## config.mk

```make
export PLATFORM = sky130hd
export DESIGN_NAME = f2i_wrap_conv
export DESIGN_NICKNAME = d
export VERILOG_FILES = /design/src/rtl/f2i_pkg.sv /design/src/rtl/f2i_classify.sv /design/src/rtl/f2i_align.sv /design/src/rtl/f2i_pack.sv /design/src/rtl/f2i_wrap_conv.sv
export SDC_FILE = /design/constraint.sdc
export NUM_CORES = 1
export LEC_CHECK = 0
export BUFFER_PORTS_ARGS = -buffer_cell sky130_fd_sc_hd__buf_2
export CELL_PAD_IN_SITES_DETAIL_PLACEMENT = 0
export CELL_PAD_IN_SITES_GLOBAL_PLACEMENT = 2
export CORE_ASPECT_RATIO = 1.5
export CORE_MARGIN = 1
export CORE_UTILIZATION = 33
export DETAILED_ROUTE_END_ITERATION = 8
export MAX_ROUTING_LAYER = met4
export PLACE_DENSITY_LB_ADDON = 0.25
export SLEW_MARGIN = 20
export SYNTH_ARGS = -nofsm -noshare
export SYNTH_HDL_FRONTEND = slang
export SYNTH_HIERARCHICAL = 1
export SYNTH_SLANG_ARGS = --single-unit
```

## constraint.sdc

```tcl
create_clock -name clk -period 5.15 [get_ports clk]
set_clock_uncertainty 0.15 [all_clocks]
set_input_delay 0.2575 -clock clk [delete_from_list [all_inputs] [get_ports clk]]
set_output_delay 0.2575 -clock clk [all_outputs]
set_load 0.1 [all_outputs]
```

## src/rtl/f2i_pkg.sv

```systemverilog
package f2i_pkg;

  // default format widths (binary64 in, 32-bit integer out)
  localparam int DEF_EXP_W  = 11;
  localparam int DEF_FRAC_W = 52;
  localparam int DEF_INT_W  = 32;

  // operand class after field decode
  typedef enum logic [1:0] {
    CLS_ZERO    = 2'd0,
    CLS_SUBNORM = 2'd1,
    CLS_NORMAL  = 2'd2,
    CLS_INFNAN  = 2'd3
  } fp_class_e;

endpackage

```

## src/rtl/f2i_classify.sv

```systemverilog
module f2i_classify
  import f2i_pkg::*;
#(
  parameter int EXP_W  = DEF_EXP_W,
  parameter int FRAC_W = DEF_FRAC_W
) (
  input  logic [EXP_W+FRAC_W:0] word_i,
  output logic                  sign_o,
  output logic [EXP_W-1:0]      exp_o,
  output logic [FRAC_W:0]       mant_o,
  output fp_class_e             cls_o
);
  localparam int W = 1 + EXP_W + FRAC_W;

  logic [FRAC_W-1:0] frac;
  logic              exp_zero;
  logic              exp_ones;
  logic              frac_zero;

  assign sign_o    = word_i[W-1];
  assign exp_o     = word_i[W-2:FRAC_W];
  assign frac      = word_i[FRAC_W-1:0];
  assign exp_zero  = (exp_o == '0);
  assign exp_ones  = (exp_o == {EXP_W{1'b1}});
  assign frac_zero = (frac == '0);

  // hidden bit restored; only consumed for normal operands
  assign mant_o = {1'b1, frac};

  always_comb begin
    if (exp_ones)       cls_o = CLS_INFNAN;
    else if (!exp_zero) cls_o = CLS_NORMAL;
    else if (frac_zero) cls_o = CLS_ZERO;
    else                cls_o = CLS_SUBNORM;
  end

endmodule

```

## src/rtl/f2i_align.sv

```systemverilog
module f2i_align #(
  parameter int EXP_W  = 11,
  parameter int FRAC_W = 52,
  parameter int INT_W  = 32
) (
  input  logic [EXP_W-1:0] exp_i,
  input  logic [FRAC_W:0]  mant_i,
  output logic [INT_W-1:0] mag_o,
  output logic             lost_o,
  output logic             over_o
);
  localparam int MW     = FRAC_W + 1;
  localparam int XW     = MW + INT_W;
  localparam int AW     = EXP_W + 2;
  localparam int BIAS   = (1 << (EXP_W - 1)) - 1;
  localparam int POINT  = BIAS + FRAC_W;
  localparam int OVER_E = BIAS + INT_W - 1;

  localparam logic [AW-1:0] POINT_X = AW'(POINT);
  localparam logic [AW-1:0] OVER_X  = AW'(OVER_E);

  logic [AW-1:0]    e_x;
  logic             go_left;
  logic [AW-1:0]    amt;
  logic [XW-1:0]    ext;
  logic [XW-1:0]    keep_mask;
  logic [INT_W-1:0] mag_left;
  logic [INT_W-1:0] mag_right;

  assign e_x     = {2'b00, exp_i};
  assign go_left = (e_x >= POINT_X);
  assign amt     = go_left ? (e_x - POINT_X) : (POINT_X - e_x);
  assign ext     = {{INT_W{1'b0}}, mant_i};

  // only the low integer word is ever needed: the wrapped result
  // depends on nothing above it, range is judged from the exponent
  assign mag_left  = INT_W'(ext << amt);
  assign mag_right = INT_W'(ext >> amt);

  // bits that fall below the binary point (all of them past the window)
  assign keep_mask = ~({XW{1'b1}} << amt);

  assign mag_o  = go_left ? mag_left : mag_right;
  assign lost_o = !go_left && (|(ext & keep_mask));
  assign over_o = (e_x > OVER_X);

endmodule

```

## src/rtl/f2i_pack.sv

```systemverilog
module f2i_pack
  import f2i_pkg::*;
#(
  parameter int INT_W = DEF_INT_W
) (
  input  logic             sign_i,
  input  fp_class_e        cls_i,
  input  logic [INT_W-1:0] mag_i,
  input  logic             lost_i,
  input  logic             over_i,
  input  logic             flush_i,
  output logic [INT_W-1:0] result_o,
  output logic             exact_o,
  output logic             invalid_o,
  output logic             inexact_o,
  output logic             denorm_o
);
  localparam logic [INT_W-1:0] POS_LIM = {1'b0, {(INT_W-1){1'b1}}};
  localparam logic [INT_W-1:0] NEG_LIM = {1'b1, {(INT_W-1){1'b0}}};

  logic [INT_W-1:0] lim;
  logic             out_of_range;
  logic [INT_W-1:0] signed_mag;

  assign lim          = sign_i ? NEG_LIM : POS_LIM;
  assign out_of_range = over_i || (mag_i > lim);
  assign signed_mag   = sign_i ? (~mag_i + 1'b1) : mag_i;

  always_comb begin
    result_o  = '0;
    exact_o   = 1'b0;
    invalid_o = 1'b0;
    inexact_o = 1'b0;
    denorm_o  = 1'b0;
    unique case (cls_i)
      CLS_ZERO: begin
        // a negative zero is reported as not exact, without a flag
        exact_o = !sign_i;
      end
      CLS_SUBNORM: begin
        denorm_o  = flush_i;
        inexact_o = !flush_i;
      end
      CLS_INFNAN: begin
        invalid_o = 1'b1;
      end
      CLS_NORMAL: begin
        result_o  = signed_mag;
        invalid_o = out_of_range;
        inexact_o = !out_of_range && lost_i;
        exact_o   = !out_of_range && !lost_i;
      end
      default: ;
    endcase
  end

endmodule

```

## src/rtl/f2i_wrap_conv.sv

```systemverilog
module f2i_wrap_conv
  import f2i_pkg::*;
(
  input  logic        clk,
  input  logic        rst_n,
  input  logic        flush_den,
  input  logic        in_valid,
  output logic        in_ready,
  input  logic [63:0] in_data,
  output logic        out_valid,
  input  logic        out_ready,
  output logic [31:0] out_result,
  output logic        out_exact,
  output logic        out_invalid,
  output logic        out_inexact,
  output logic        out_denorm
);
  localparam int EXP_W  = DEF_EXP_W;
  localparam int FRAC_W = DEF_FRAC_W;
  localparam int INT_W  = DEF_INT_W;

  logic              op_sign;
  logic [EXP_W-1:0]  op_exp;
  logic [FRAC_W:0]   op_mant;
  fp_class_e         op_cls;
  logic [INT_W-1:0]  al_mag;
  logic              al_lost;
  logic              al_over;
  logic [INT_W-1:0]  nx_result;
  logic              nx_exact;
  logic              nx_invalid;
  logic              nx_inexact;
  logic              nx_denorm;
  logic              take;

  f2i_classify #(.EXP_W(EXP_W), .FRAC_W(FRAC_W)) u_cls (
    .word_i (in_data),
    .sign_o (op_sign),
    .exp_o  (op_exp),
    .mant_o (op_mant),
    .cls_o  (op_cls)
  );

  f2i_align #(.EXP_W(EXP_W), .FRAC_W(FRAC_W), .INT_W(INT_W)) u_align (
    .exp_i  (op_exp),
    .mant_i (op_mant),
    .mag_o  (al_mag),
    .lost_o (al_lost),
    .over_o (al_over)
  );

  f2i_pack #(.INT_W(INT_W)) u_pack (
    .sign_i    (op_sign),
    .cls_i     (op_cls),
    .mag_i     (al_mag),
    .lost_i    (al_lost),
    .over_i    (al_over),
    .flush_i   (flush_den),
    .result_o  (nx_result),
    .exact_o   (nx_exact),
    .invalid_o (nx_invalid),
    .inexact_o (nx_inexact),
    .denorm_o  (nx_denorm)
  );

  // single output stage: ready passes through when the slot drains
  assign in_ready = !out_valid || out_ready;
  assign take     = in_valid && in_ready;

  always_ff @(posedge clk) begin
    if (!rst_n) begin
      out_valid <= 1'b0;
    end else if (take) begin
      out_valid <= 1'b1;
    end else if (out_ready) begin
      out_valid <= 1'b0;
    end
  end

  always_ff @(posedge clk) begin
    if (!rst_n) begin
      out_result  <= '0;
      out_exact   <= 1'b0;
      out_invalid <= 1'b0;
      out_inexact <= 1'b0;
      out_denorm  <= 1'b0;
    end else if (take) begin
      out_result  <= nx_result;
      out_exact   <= nx_exact;
      out_invalid <= nx_invalid;
      out_inexact <= nx_inexact;
      out_denorm  <= nx_denorm;
    end
  end

  p_flags_onehot_r8: assert property (@(posedge clk) disable iff (!rst_n)
    out_valid |-> $onehot0({out_invalid, out_inexact, out_denorm}));

  p_exact_clean_r2: assert property (@(posedge clk) disable iff (!rst_n)
    (out_valid && out_exact) |-> !(out_invalid || out_inexact || out_denorm));

  p_denorm_zero_r7: assert property (@(posedge clk) disable iff (!rst_n)
    (out_valid && out_denorm) |-> (out_result == '0 && !out_exact));

  p_one_cycle_r9: assert property (@(posedge clk) disable iff (!rst_n)
    (in_valid && in_ready) |=> out_valid);

  p_drain_r9: assert property (@(posedge clk) disable iff (!rst_n)
    (out_valid && out_ready && !in_valid) |=> !out_valid);

  p_hold_r10: assert property (@(posedge clk) disable iff (!rst_n)
    (out_valid && !out_ready) |=> (out_valid && $stable(out_result) &&
      $stable({out_exact, out_invalid, out_inexact, out_denorm})));

  p_ready_empty_r10: assert property (@(posedge clk) disable iff (!rst_n)
    !out_valid |-> in_ready);

endmodule

```

== Word level (Yosys, flattened, before mapping) ==
Index checks and enable logic that the tools add are counted.
Storage, ports and cells
  bits in registers: 37
  bits of input ports: 69
  output and inout bits: 38
  word-level logic and storage cells: 53
Cells by class
  $add $sub $neg: 3
  $lt $le $gt $ge: 3
  equal/unequal tests: 4
  shifts and indexed selects: 3
  multiplexer cells: 14
  bitwise logic cells: 3
  reductions and logical operators: 17
Operators with widths (count)
  $mux W32: 4
  $and A53 B85 Y85: 1
  $not A85 Y85: 1
  $reduce_or A85 Y1: 1
  $shl A85 B13 Y85 const A: 1
  $shl A53 B13 Y32: 1
  $shr A53 B13 Y32: 1
  $logic_not A52 Y1: 1
  $add A32 B1 Y32 const B: 1
  $gt A32 B32 Y1: 1
  $not A32 Y32: 1
  $mux W13: 1
  $sub A11 B11 Y12 const A: 1
  $sub A11 B11 Y12 const B: 1
  $eq A11 B11 Y1 const B: 1
  $ge A11 B11 Y1 const B: 1
  $gt A11 B11 Y1 const B: 1
  $logic_not A11 Y1: 1
  $logic_not A1 Y1: 6
  $pmux W1 S2: 3
  $eq A2 B2 Y1 const B: 2
  $logic_and A1 B1 Y1: 4
  $mux W1: 4
  $mux W2: 2
  4 further kinds: 5

== Longest topological paths before layout ==
Gate-level depths: netlist (run 1).
  depth in word-level cells: 10
  mapped depth: 28
  gate-level depth less buffers: 22

== Cells and area by module ==
The synthesis (run 1) kept the hierarchy.
By module, submodules not included
  f2i_align: times used 1, cells an instance 920, area an instance 6693.9 um2, seq. area each 0.0 um2
  f2i_pack: times used 1, cells an instance 222, area an instance 1709.1 um2, seq. area each 0.0 um2
  f2i_wrap_conv: times used 1, cells an instance 161, area an instance 1517.7 um2, seq. area each 740.7 um2
  f2i_classify: times used 1, cells an instance 93, area an instance 659.4 um2, seq. area each 0.0 um2

== Worst setup path before layout (run 1) ==
Ideal clock, no wire load.
  kind: input port to flip-flop
  from: input in_data[54]
  to: register out_invalid
  setup time: 0.120 ns
  arrival: 5.059 ns
  data required time: 4.880 ns
  path slack: -0.179 ns
  stages: 23
  buffers on the path: 5
  cells stage by stage: buf_4 > clkbuf_1 > inv_1 > ha_1 > nand3b_1 > a311oi_1 > xnor2_1 > buf_6 > buf_2 > buf_1 > nor2_1 > nor3_1 > a21oi_1 > o22a_1 > o21ai_0 > ha_1 > nand4_1 > or4_1 > nor4_1 > o22ai_1 > a21o_1 > nand2_1 > mux2i_1
Between the ends
  longest elaborated chain between the ends: 7
  elaborated cells on any way between the ends: 17
  classes of those cells: 2 x add/sub; 3 x order compare; 3 x eq/ne; 2 x shift; 5 x mux; 2 x reduce/logical
RTL lines
  from (decl): RTL line f2i_wrap_conv.sv:9  | input logic [63:0] in_data,
  $sub A11 B11 Y12 or $ge A11 B11 Y1 (tied branches): RTL line f2i_align.sv:32, f2i_align.sv:31
  $mux W13: RTL line f2i_align.sv:32  | assign amt = go_left ? (e_x - POINT_X) : (POINT_X - e_x);
  $shr A53 B13 Y32 or $shl A53 B13 Y32 (tied branches): RTL line f2i_align.sv:38, f2i_align.sv:37
  $mux W32 *: RTL line f2i_align.sv:43  | assign mag_o = go_left ? mag_left : mag_right;
  net al_mag[5]: RTL line f2i_wrap_conv.sv:26  | logic [INT_W-1:0] al_mag;
  $gt A32 B32 Y1 *: RTL line f2i_pack.sv:26  | assign out_of_range = over_i || (mag_i > lim);
  $logic_or A1 B1 Y1 *: RTL line f2i_pack.sv:26
  $pmux W1 S2 *: RTL line f2i_pack.sv:35  | unique case (cls_i)
  net nx_invalid: RTL line f2i_wrap_conv.sv:31  | logic nx_invalid;
  to (signal assigned): RTL line f2i_wrap_conv.sv:90  | out_invalid <= nx_invalid;
  to (decl): RTL line f2i_wrap_conv.sv:14  | output logic out_invalid,
Mark *: on every way through the listed nets, which the timed path passes. The rest lies on a longest branch.
A chain may end at the register's enable or synchronous reset.

== Worst setup path after layout (run 1) ==
  from: input in_data[55]
  to: register out_invalid
Same word-level chain as after synthesis.

==> out/metrics.sh, run 1 <==
CRIT-REG2REG-LAUNCH='out_valid'
BOUNDARYPINS=107
SLEW-LIMIT-HEADROOM_PCT=45.4
CRIT_PATH_START_KIND='primary input'
YOSYSSEQAREASHARE_PCT=7.00
SETUP_REPAIR_AFTER_GLOBAL_ROUTING_MISSED_ITS_MARGIN='true'
PIN_COUNT_OF_THE_BIGGEST_NET_ENTERING_GLOBAL_ROUTING=111
SETUP.WORST_PATH.END='out_invalid'
CRITPATHARRIVALTIME_NS=5.04
SYNTHADDERAREAFRAC_PCT=4.84
YOSYSTOPAREACELL='sky130_fd_sc_hd__mux2i_1'
ROWS=79
DESIGN.DIE.AREA_UM2=32800
DP.FINAL_HPWL_UM=38900
SYNTH-EDFF-COUNT=0
LAYOUT.CELLS.MOST_COMMON_LIST='sky130_fd_sc_hd__buf_4, sky130_fd_sc_hd__nand2_1, sky130_fd_sc_hd__nor2_1'
GLOBALROUTE.BUSIESTLAYER='met2'
CHIPWIDTH_UM=148
CRITICAL_PATH.MAX_FANOUT=8
CTS_TREE='yes'
SYNTH_COMPOUND_AREA_SHARE_PCT=21.4
YOSYS.AREA_SHARE.SIMPLE_PCT=26.1
DRT_PRE_ANTENNA_ITERS=7
FINAL_CELL_AREA_UM2=13600
POST_SYNTH_INSTANCE_AREA_UM2=10600
SYN_AVG_CELL_AREA_UM2=7.58
SETUP.REG_TO_REG.WORST_SLACK_NS=3.69
WORSTSETUPPATHTYPE='in -> reg'
PEAKVDDDROP_mV=0.131
STATUS='complete, no violations'
REG2REGPATHDEPTH=3
HP-CLASS='in -> reg'
STDCELL_COUNT=2046
VIAS_PER_CELL=5.96
TRITONCTS_NUM_SINKS=37
SYNTH_TOP_FAMILY_BY_AREA='simple AND/OR/NAND/NOR gates'
POST_SYNTH_MUX_AREA_SHARE_PCT=25.1
CTSHTREEMAXLEVEL=2
MET1_USAGE_PCT=31.4
DETAILROUTE.VIA_COUNT=12200
WORST_SETUP_PATH_STARTPOINT='in_data[55]'
TIMING.RR.END='out_result[11]'
YOSYS.AREA_SHARE.XOR_XNOR_PCT=3.22
FINAL.PERIOD_UTILIZATION_PCT=97.9
HOLDWS_NS=0.0840
INITIAL_UTILIZATION_PCT=33.8
DETAILEDROUTE.FIRSTITERATIONVIOLATIONS=849
DIE_H_UM=221
ROUTED_WIRE_LENGTH_PER_INSTANCE_UM=23.7
FINALNETCOUNT=1749
MOSTFREQUENTLAYOUTCELL='sky130_fd_sc_hd__buf_4'
MULTIINPUTGATEAREA_UM2=9060
GRT_PASS1_VIAS=11600
FILL_CELLS=3250
GRT_USE_MET2_PCT=51.9
ROUTE.ANTENNA.REMAINING_NETS=0
INITIAL_ANTENNA_VIOLATION_COUNT=0
NETLIST_INSTANCES=1396
CTS_MAX_PATH_BUFFERS=2
REPORT.FINAL.SETUP_VIOL=0
REPORT.FINAL.HOLD_VIOL_COUNT=0
DRV_CAP=0
YS.WARNINGS.COUNT=6
CTS_MADE_BUFFERS=5
SHARE_OF_POST_ROUTE_CELLS_WITH_DRIVE_STRENGTH_ABOVE_1_PCT=36.1
DOMINANTREGCELLSYNTH='sky130_fd_sc_hd__dfxtp_1'
DESIGN.CORE.AREA_UM2=31300
REMAINING_DRC_ERRORS=0
SYNTH_CELL_TYPE_COUNT=101
DRT_WL_TOTAL_UM=48500
GRT_OVERFLOW_TOTAL=0
DPL_CELL_AREA_UM2=12800
FMAX_MHz=198
SYNTH_ASYNC_SR_FLOP_SHARE_PCT=0
POSTLAYOUTCOREUTIL_PCT=43.3
SYNTH_SEQ_CELLS=37
CELL_TYPES_OCCUPYING_THE_MOST_AREA_AFTER_SYNTHESIS='sky130_fd_sc_hd__mux2i_1, sky130_fd_sc_hd__mux4_2, sky130_fd_sc_hd__dfxtp_1, sky130_fd_sc_hd__nand2_1, sky130_fd_sc_hd__mux4_1'
RELATIVE_AREA_CHANGE_FROM_SYNTHESIS_TO_FINAL_LAYOUT_PCT=28.3
SYNTH.TOP_CELL.AREA_SHARE_PCT=9.84
CLK_PIN_SLEW_NS=0.06
N_ANTENNA_CELL=0
REGAREA_UM2=741
GRTUSAGEMET3_PCT=1.36
TIGHTEST_SLEW_NS=0.819
SYNTH_NETS=1505
SLEW_VIOLATIONS=0
GRT_PASS1_WL_UM=70400
LEAKAGEPOWER_nW=5.67
CLOCK_LATENCY_NS=0.29
GRT_USAGE_PCT=29.4
FINAL.MIN_CLOCK_PERIOD_NS=5.04
TIMING.CRITICAL_PATH.TO_TYPE='flip-flop'
TOTAL_POWER_W=0.00287
WORSTPATHREQUIRED_NS=5.15
POST-PLACE-CELLS=2022
CLOCK-ROOT-BUFFER='sky130_fd_sc_hd__clkbuf_16'
PWR_DENSITY_CELL_nW_PER_UM2=212
GP_CONGESTION=1.05
PLACEMENT.IO_BUFFERS=106
-- sequential cells by signal (all words and copies together) (netlist names) --
signal,count
out_exact,1
out_valid,1
out_invalid,1
out_result,32
out_denorm,1
out_inexact,1
-- power by group --
group	switching, W	internal (W)	total, W
logic	0.00130	0.000896	0.00220
registers	0.0000130	0.000315	0.000328
clock network	0.000116	0.000229	0.000345
-- synth_stat cells (all sizes together) (26+ instances only) --
cell type    n
xnor2       37
mux4        64
nor4        26
nor2       157
nand3       56
dfxtp       37
and2        33
nand2      198
buf        125
nor3        42
o21ai       89
mux2i      104
clkbuf      52
ha          40
a21oi       70
-- per-layer routing --
layer,up-vias,wire (um),share of wire [%]
li1,5660,-,-
met1,5821,17700,37
met2,560,25000,52
met3,143,2300,4.7
met4,0,3500,7.2
met5,-,0,0
-- area by class of cell --
class | instances | area share [%]
inverters | 15 | 0.452
flip-flops and latches | 37 | 5.46
clock buffers | 6 | 0.949
well taps | 405 | 3.73
multi-input cells | 1168 | 66.8
repair buffers | 413 | 22.3
clock inverters | 2 | 0.286
-- kinds of logic after synthesis --
logic type,after synthesis
simple gates,582
compound gates,330
buf+inv,192
mux,175
fa+ha+maj,41
xor+xnor,38
flops,37
other cells,1
-- critical path, cell delays in order --
cell                        delay [ns]
sky130_fd_sc_hd__buf_2            0.12
sky130_fd_sc_hd__inv_4            0.05
sky130_fd_sc_hd__ha_2             0.18
sky130_fd_sc_hd__a21bo_4          0.23
sky130_fd_sc_hd__a21oi_4          0.28
sky130_fd_sc_hd__buf_6            0.16
sky130_fd_sc_hd__mux2i_4          0.24
sky130_fd_sc_hd__buf_12           0.16
sky130_fd_sc_hd__mux2i_2          0.28
sky130_fd_sc_hd__nand2_1          0.08
sky130_fd_sc_hd__o21ai_1          0.14
sky130_fd_sc_hd__o21ai_1          0.13
sky130_fd_sc_hd__buf_4            0.18
sky130_fd_sc_hd__o2111ai_1        0.19
sky130_fd_sc_hd__buf_4            0.18
sky130_fd_sc_hd__o21ai_0          0.08
sky130_fd_sc_hd__a21o_1           0.25
sky130_fd_sc_hd__ha_4             0.29
sky130_fd_sc_hd__nand4_1          0.15
sky130_fd_sc_hd__or4_4            0.61
sky130_fd_sc_hd__nor4_4           0.31
sky130_fd_sc_hd__o22ai_2          0.15
sky130_fd_sc_hd__a21o_1           0.20
sky130_fd_sc_hd__nand2_1          0.05
sky130_fd_sc_hd__mux2i_1          0.07
-- per-stage QoR --
| step | setup TNS (ns) | worst slack [ns] |
|---|---|---|
| 3_5_place_dp | -4.30 | -0.420 |
| 4_1_cts | 0 | 0.00179 |
| 3_3_place_gp | -3.69 | -0.360 |
| 5_1_grt | -0.205 | -0.0561 |
| 2_1_floorplan | 0 | 0.0136 |
| 6_report | 0 | 0.107 |
-- worst min-delay path by stage --
stage               slack [ns]  cells past startpoint      startpoint             end
floorplan                 0.25                      2        in_valid       out_valid
finish                    0.08                      3        in_valid       out_valid
global placement          0.29                      2  out_result[13]  out_result[13]
detailed placement        0.29                      2  out_result[13]  out_result[13]
CTS                       0.09                      3        in_valid       out_valid
global route              0.09                      3        in_valid       out_valid
-- what timing repair did --
item | in CTS | in global routing
endpoints found under the setup margin | 3 | 20
cloned | 0 | 1
hold buffers | 0 | 0
pin swaps | 0 | 36
gates resized for setup | 7 | 114
buffers inserted | 4 | 12
Power figures use the tool's default switching activity.
==> inputs of run 2 (changes only) <==
--- a/config.mk
+++ b/config.mk
@@ -14,6 +14,7 @@
 export DETAILED_ROUTE_END_ITERATION = 8
 export MAX_ROUTING_LAYER = met4
 export PLACE_DENSITY_LB_ADDON = 0.25
+export REMOVE_ABC_BUFFERS = 1
 export SLEW_MARGIN = 20
 export SYNTH_ARGS = -nofsm -noshare
 export SYNTH_HDL_FRONTEND = slang
==> run 2 against run 1 <==
Sequential cell count unchanged; routed wire length increased by 6.0%; combinational power up 3%; register-to-register slack about the same; setup slack better by 0.0065 ns; utilization increased by 1.1 points; via count increased by 2.0%; sequential share of layout area is 0.13 points lower; non-clock buffer count rose by 32; sequential power about the same; critical path type unchanged; highest routed layer unchanged.
==> out/metrics.sh, run 2 (same netlist as run 1, synthesis figures left out) <==
CRITPATHARRIVALTIME_NS=5.10  # was 5.04 ns
GRT_PASS1_VIAS=12200  # was 11,600
FINALNETCOUNT=1784  # was 1,749
COMBPWRFRAC_PCT=77.0  # was 76.6%
CLOCK-ROOT-BUFFER='sky130_fd_sc_hd__clkbuf_16'  # unchanged
LEAKAGEPOWER_nW=5.86  # was 5.67 nW
SLEW_VIOLATIONS=0  # unchanged
SW_RATIO_PCT=49.8  # was 49.9%
TOP_REGISTER='out_result'  # unchanged
SWITCHING_POWER_W=0.00147  # was 0.00143 W
CRIT-REG2REG-LAUNCH='out_valid'  # unchanged
INITIAL_UTILIZATION_PCT=33.8  # unchanged
TIMING.RR.END='out_result[4]'  # was out_result[11]
SLEW-LIMIT-HEADROOM_PCT=35.6  # was 45.4%
POWER.SEQUENTIAL.FRACTION_PCT=11.1  # was 11.4%
DP.FINAL_HPWL_UM=40300  # was 38,900 um
REPORT.FINAL.SETUP_VIOL=0  # unchanged
WORSTPATHCELLLIST='buf_4 > ha_2 > a21bo_4 > a21oi_4 > buf_12 > mux2_4 > buf_6 > buf_4 > mux4_2 > mux2i_1 > o21ai_1 > o211a_1 > or3_4 > or4_4 > nor2_4 > nand4_1 > buf_6 > o41ai_4 > xnor2_1 > and2_1 > nand2_1 > mux2i_1'
HP-CLASS='in -> reg'  # unchanged
TIMING.CRITICAL_PATH.TO_TYPE='flip-flop'  # unchanged
DPL_CELL_AREA_UM2=12900  # was 12,800 um2
FILL_CELLS=3245  # was 3,250
CHIPWIDTH_UM=148  # unchanged
VIAS_PER_CELL=5.97  # was 5.96
POSTLAYOUTCOREUTIL_PCT=44.4  # was 43.3%
DETAILEDROUTE.FIRSTITERATIONVIOLATIONS=881  # was 849
LARGEST_REGISTER_FFS=32  # unchanged
HOLDPATHSTAGES=3  # unchanged
FINAL.PERIOD_UTILIZATION_PCT=97.8  # was 97.9%
RELATIVE_AREA_CHANGE_FROM_SYNTHESIS_TO_FINAL_LAYOUT_PCT=31.5  # was 28.3%
ROUTED_WIRE_LENGTH_PER_INSTANCE_UM=24.7  # was 23.7 um
MULTIINPUTGATEAREA_UM2=9140  # was 9060 um2
FINAL_CELL_AREA_UM2=13900  # was 13,600 um2
HOLDWS_NS=0.0780  # was 0.0840 ns
STATUS='complete, no violations'  # unchanged
PWR_DENSITY_CELL_nW_PER_UM2=212  # about the same
PIN_COUNT_OF_THE_BIGGEST_NET_ENTERING_GLOBAL_ROUTING=109  # was 111
GP_CONGESTION=1.07  # was 1.05
TIGHTEST_SLEW_NS=0.961  # was 0.819 ns
PEAKVDDDROP_mV=0.111  # was 0.131 mV
SETUP.REG_TO_REG.WORST_SLACK_NS=3.70  # was 3.69 ns
CRITICAL_PATH.MAX_FANOUT=5  # was 8
CLK_PIN_SLEW_NS=0.06  # about the same
BOUNDARYPINS=107  # unchanged
POST-PLACE-CELLS=2041  # was 2,022
CRITICAL-PATH-MAX-STAGE-DELAY_NS=0.51  # was 0.61 ns
STDCELL_COUNT=2081  # was 2,046
MOSTFREQUENTLAYOUTCELL='sky130_fd_sc_hd__buf_4'  # unchanged
CTS_TREE='yes'  # unchanged
CTSHTREEMAXLEVEL=2  # unchanged
ROWS=79  # unchanged
WORST_SETUP_PATH_STARTPOINT='in_data[52]'  # was in_data[55]
WORSTPATHREQUIRED_NS=5.22  # was 5.15 ns
DRT_WL_TOTAL_UM=51500  # was 48,500 um
DIE_H_UM=221  # unchanged
CTS_MAX_PATH_BUFFERS=2  # unchanged
DETAILROUTE.VIA_COUNT=12400  # was 12,200
GRT_USAGE_PCT=30.9  # was 29.4%
REPORT.FINAL.HOLD_VIOL_COUNT=0  # unchanged
SETUP_REPAIR_AFTER_GLOBAL_ROUTING_MISSED_ITS_MARGIN='true'  # unchanged
CLOCK_LATENCY_NS=0.29  # about the same
N_ANTENNA_CELL=0  # unchanged
DESIGN.DIE.AREA_UM2=32800  # unchanged
DRV_CAP=0  # unchanged
REMAINING_DRC_ERRORS=0  # unchanged
REGAREA_UM2=741  # unchanged
SETUP.WORST_PATH.END='out_result[31]'  # was out_invalid
TRITONCTS_NUM_SINKS=37  # unchanged
DRT_PRE_ANTENNA_ITERS=5  # was 7
FINAL.MIN_CLOCK_PERIOD_NS=5.04  # about the same
SHARE_OF_POST_ROUTE_CELLS_WITH_DRIVE_STRENGTH_ABOVE_1_PCT=38.1  # was 36.1%
CTS_MADE_BUFFERS=5  # unchanged
CLKPWRFRAC_PCT=11.9  # was 12.0%
CRIT_PATH_START_KIND='primary input'  # unchanged
DESIGN.CORE.AREA_UM2=31300  # unchanged
PLACEMENT.IO_BUFFERS=106  # unchanged
INTPOWER_W=0.00148  # was 0.00144 W
ROUTE.ANTENNA.REMAINING_NETS=0  # unchanged
INITIAL_ANTENNA_VIOLATION_COUNT=0  # unchanged
CTS_HOLD_REPAIR.BUFFERS=0  # unchanged
LAYOUT.CELLS.MOST_COMMON_LIST='sky130_fd_sc_hd__buf_4, sky130_fd_sc_hd__nand2_1, sky130_fd_sc_hd__nor2_1'  # unchanged
CRITICAL_PATH_CELL_WITH_THE_HIGHEST_STAGE_DELAY='sky130_fd_sc_hd__mux4_2'  # was sky130_fd_sc_hd__or4_4
FMAX_MHz=199  # was 198 MHz
GRT_OVERFLOW_TOTAL=0  # unchanged
GRT_PASS1_WL_UM=74500  # was 70,400 um
REG2REGPATHDEPTH=3  # unchanged
WORSTSETUPPATHTYPE='in -> reg'  # unchanged
run 2: cell types whose count changed in the layout (fill, tap and decap cells not counted), sizes merged:
cell and delta:
buf +31, clkinvlp +1, mux2 +2, xnor2 +1
run 2: worst min path at each step:
stage                         startpoint             end  slack [ns]
after global placement    out_result[22]  out_result[22]        0.29
after global routing            in_valid       out_valid         0.1
final                           in_valid       out_valid        0.08
after floorplan                 in_valid       out_valid        0.25
after detailed placement  out_result[19]  out_result[19]        0.29
after CTS                       in_valid       out_valid        0.07
run 2: final cells by class:
| cell class | instances | share of cell area, % |
|---|---|---|
| clock buffer | 5 | 0.899 |
| sequential | 37 | 5.32 |
| tap | 405 | 3.64 |
| timing repair buffer | 445 | 23.7 |
| inverter | 15 | 0.441 |
| clock inverter | 3 | 0.333 |
| multi-input combinational | 1171 | 65.7 |
run 2: per-layer routing:
metal / up-vias / track usage [%] / share of wire [%]
met1: 5951 / 31.3 / 35
met2: 528 / 54.7 / 51
met4: 0 / 24.0 / 9.8
li1: 5734 / - / -
met3: 211 / 2.04 / 4.6
met5: - / - / 0
run 2: power groups by stage:
| stage | clock, W | combinational [W] | sequential, W |
|---|---|---|---|
| CTS | 0.000366 | 0.00207 | 0.000328 |
| finish | 0.000351 | 0.00227 | 0.000327 |
| global placement | 0 | 0.00205 | 0.000334 |
| floorplan | 0 | 0.000982 | 0.000541 |
| global route | 0.000372 | 0.00240 | 0.000332 |
| detailed placement | 0 | 0.00206 | 0.000334 |
run 2: through the flow:
stage	setup TNS, ns	setup WS (ns)	total power [W]
final	0	0.114	0.00295
after global routing	-0.114	-0.0518	0.00311
after CTS	0	0.00837	0.00277
after detailed placement	-6.27	-0.452	0.00239
after global placement	-5.56	-0.411	0.00239
after floorplan	-93.48	-3.18	0.00152
run 2: worst max-delay path, delay by kind of cell:
kind | cells | cell delay [ns]
xor gates and xnor gates | 1 | 0.15
AOI/OAI and AO/OA | 5 | 1.12
adders and majority gates | 1 | 0.21
and+or+nand+nor | 6 | 1.39
muxes | 4 | 1.23
buffers and inverters | 5 | 0.73
run 2: repair_timing:
item | 4_1_cts | 5_1_grt
setup endpoints to repair | 6 | 28
resized for setup | 3 | 142
gates cloned | 0 | 5
pin swaps | 0 | 35
setup buffers | 5 | 24
endpoints found under the hold margin | 0 | 0
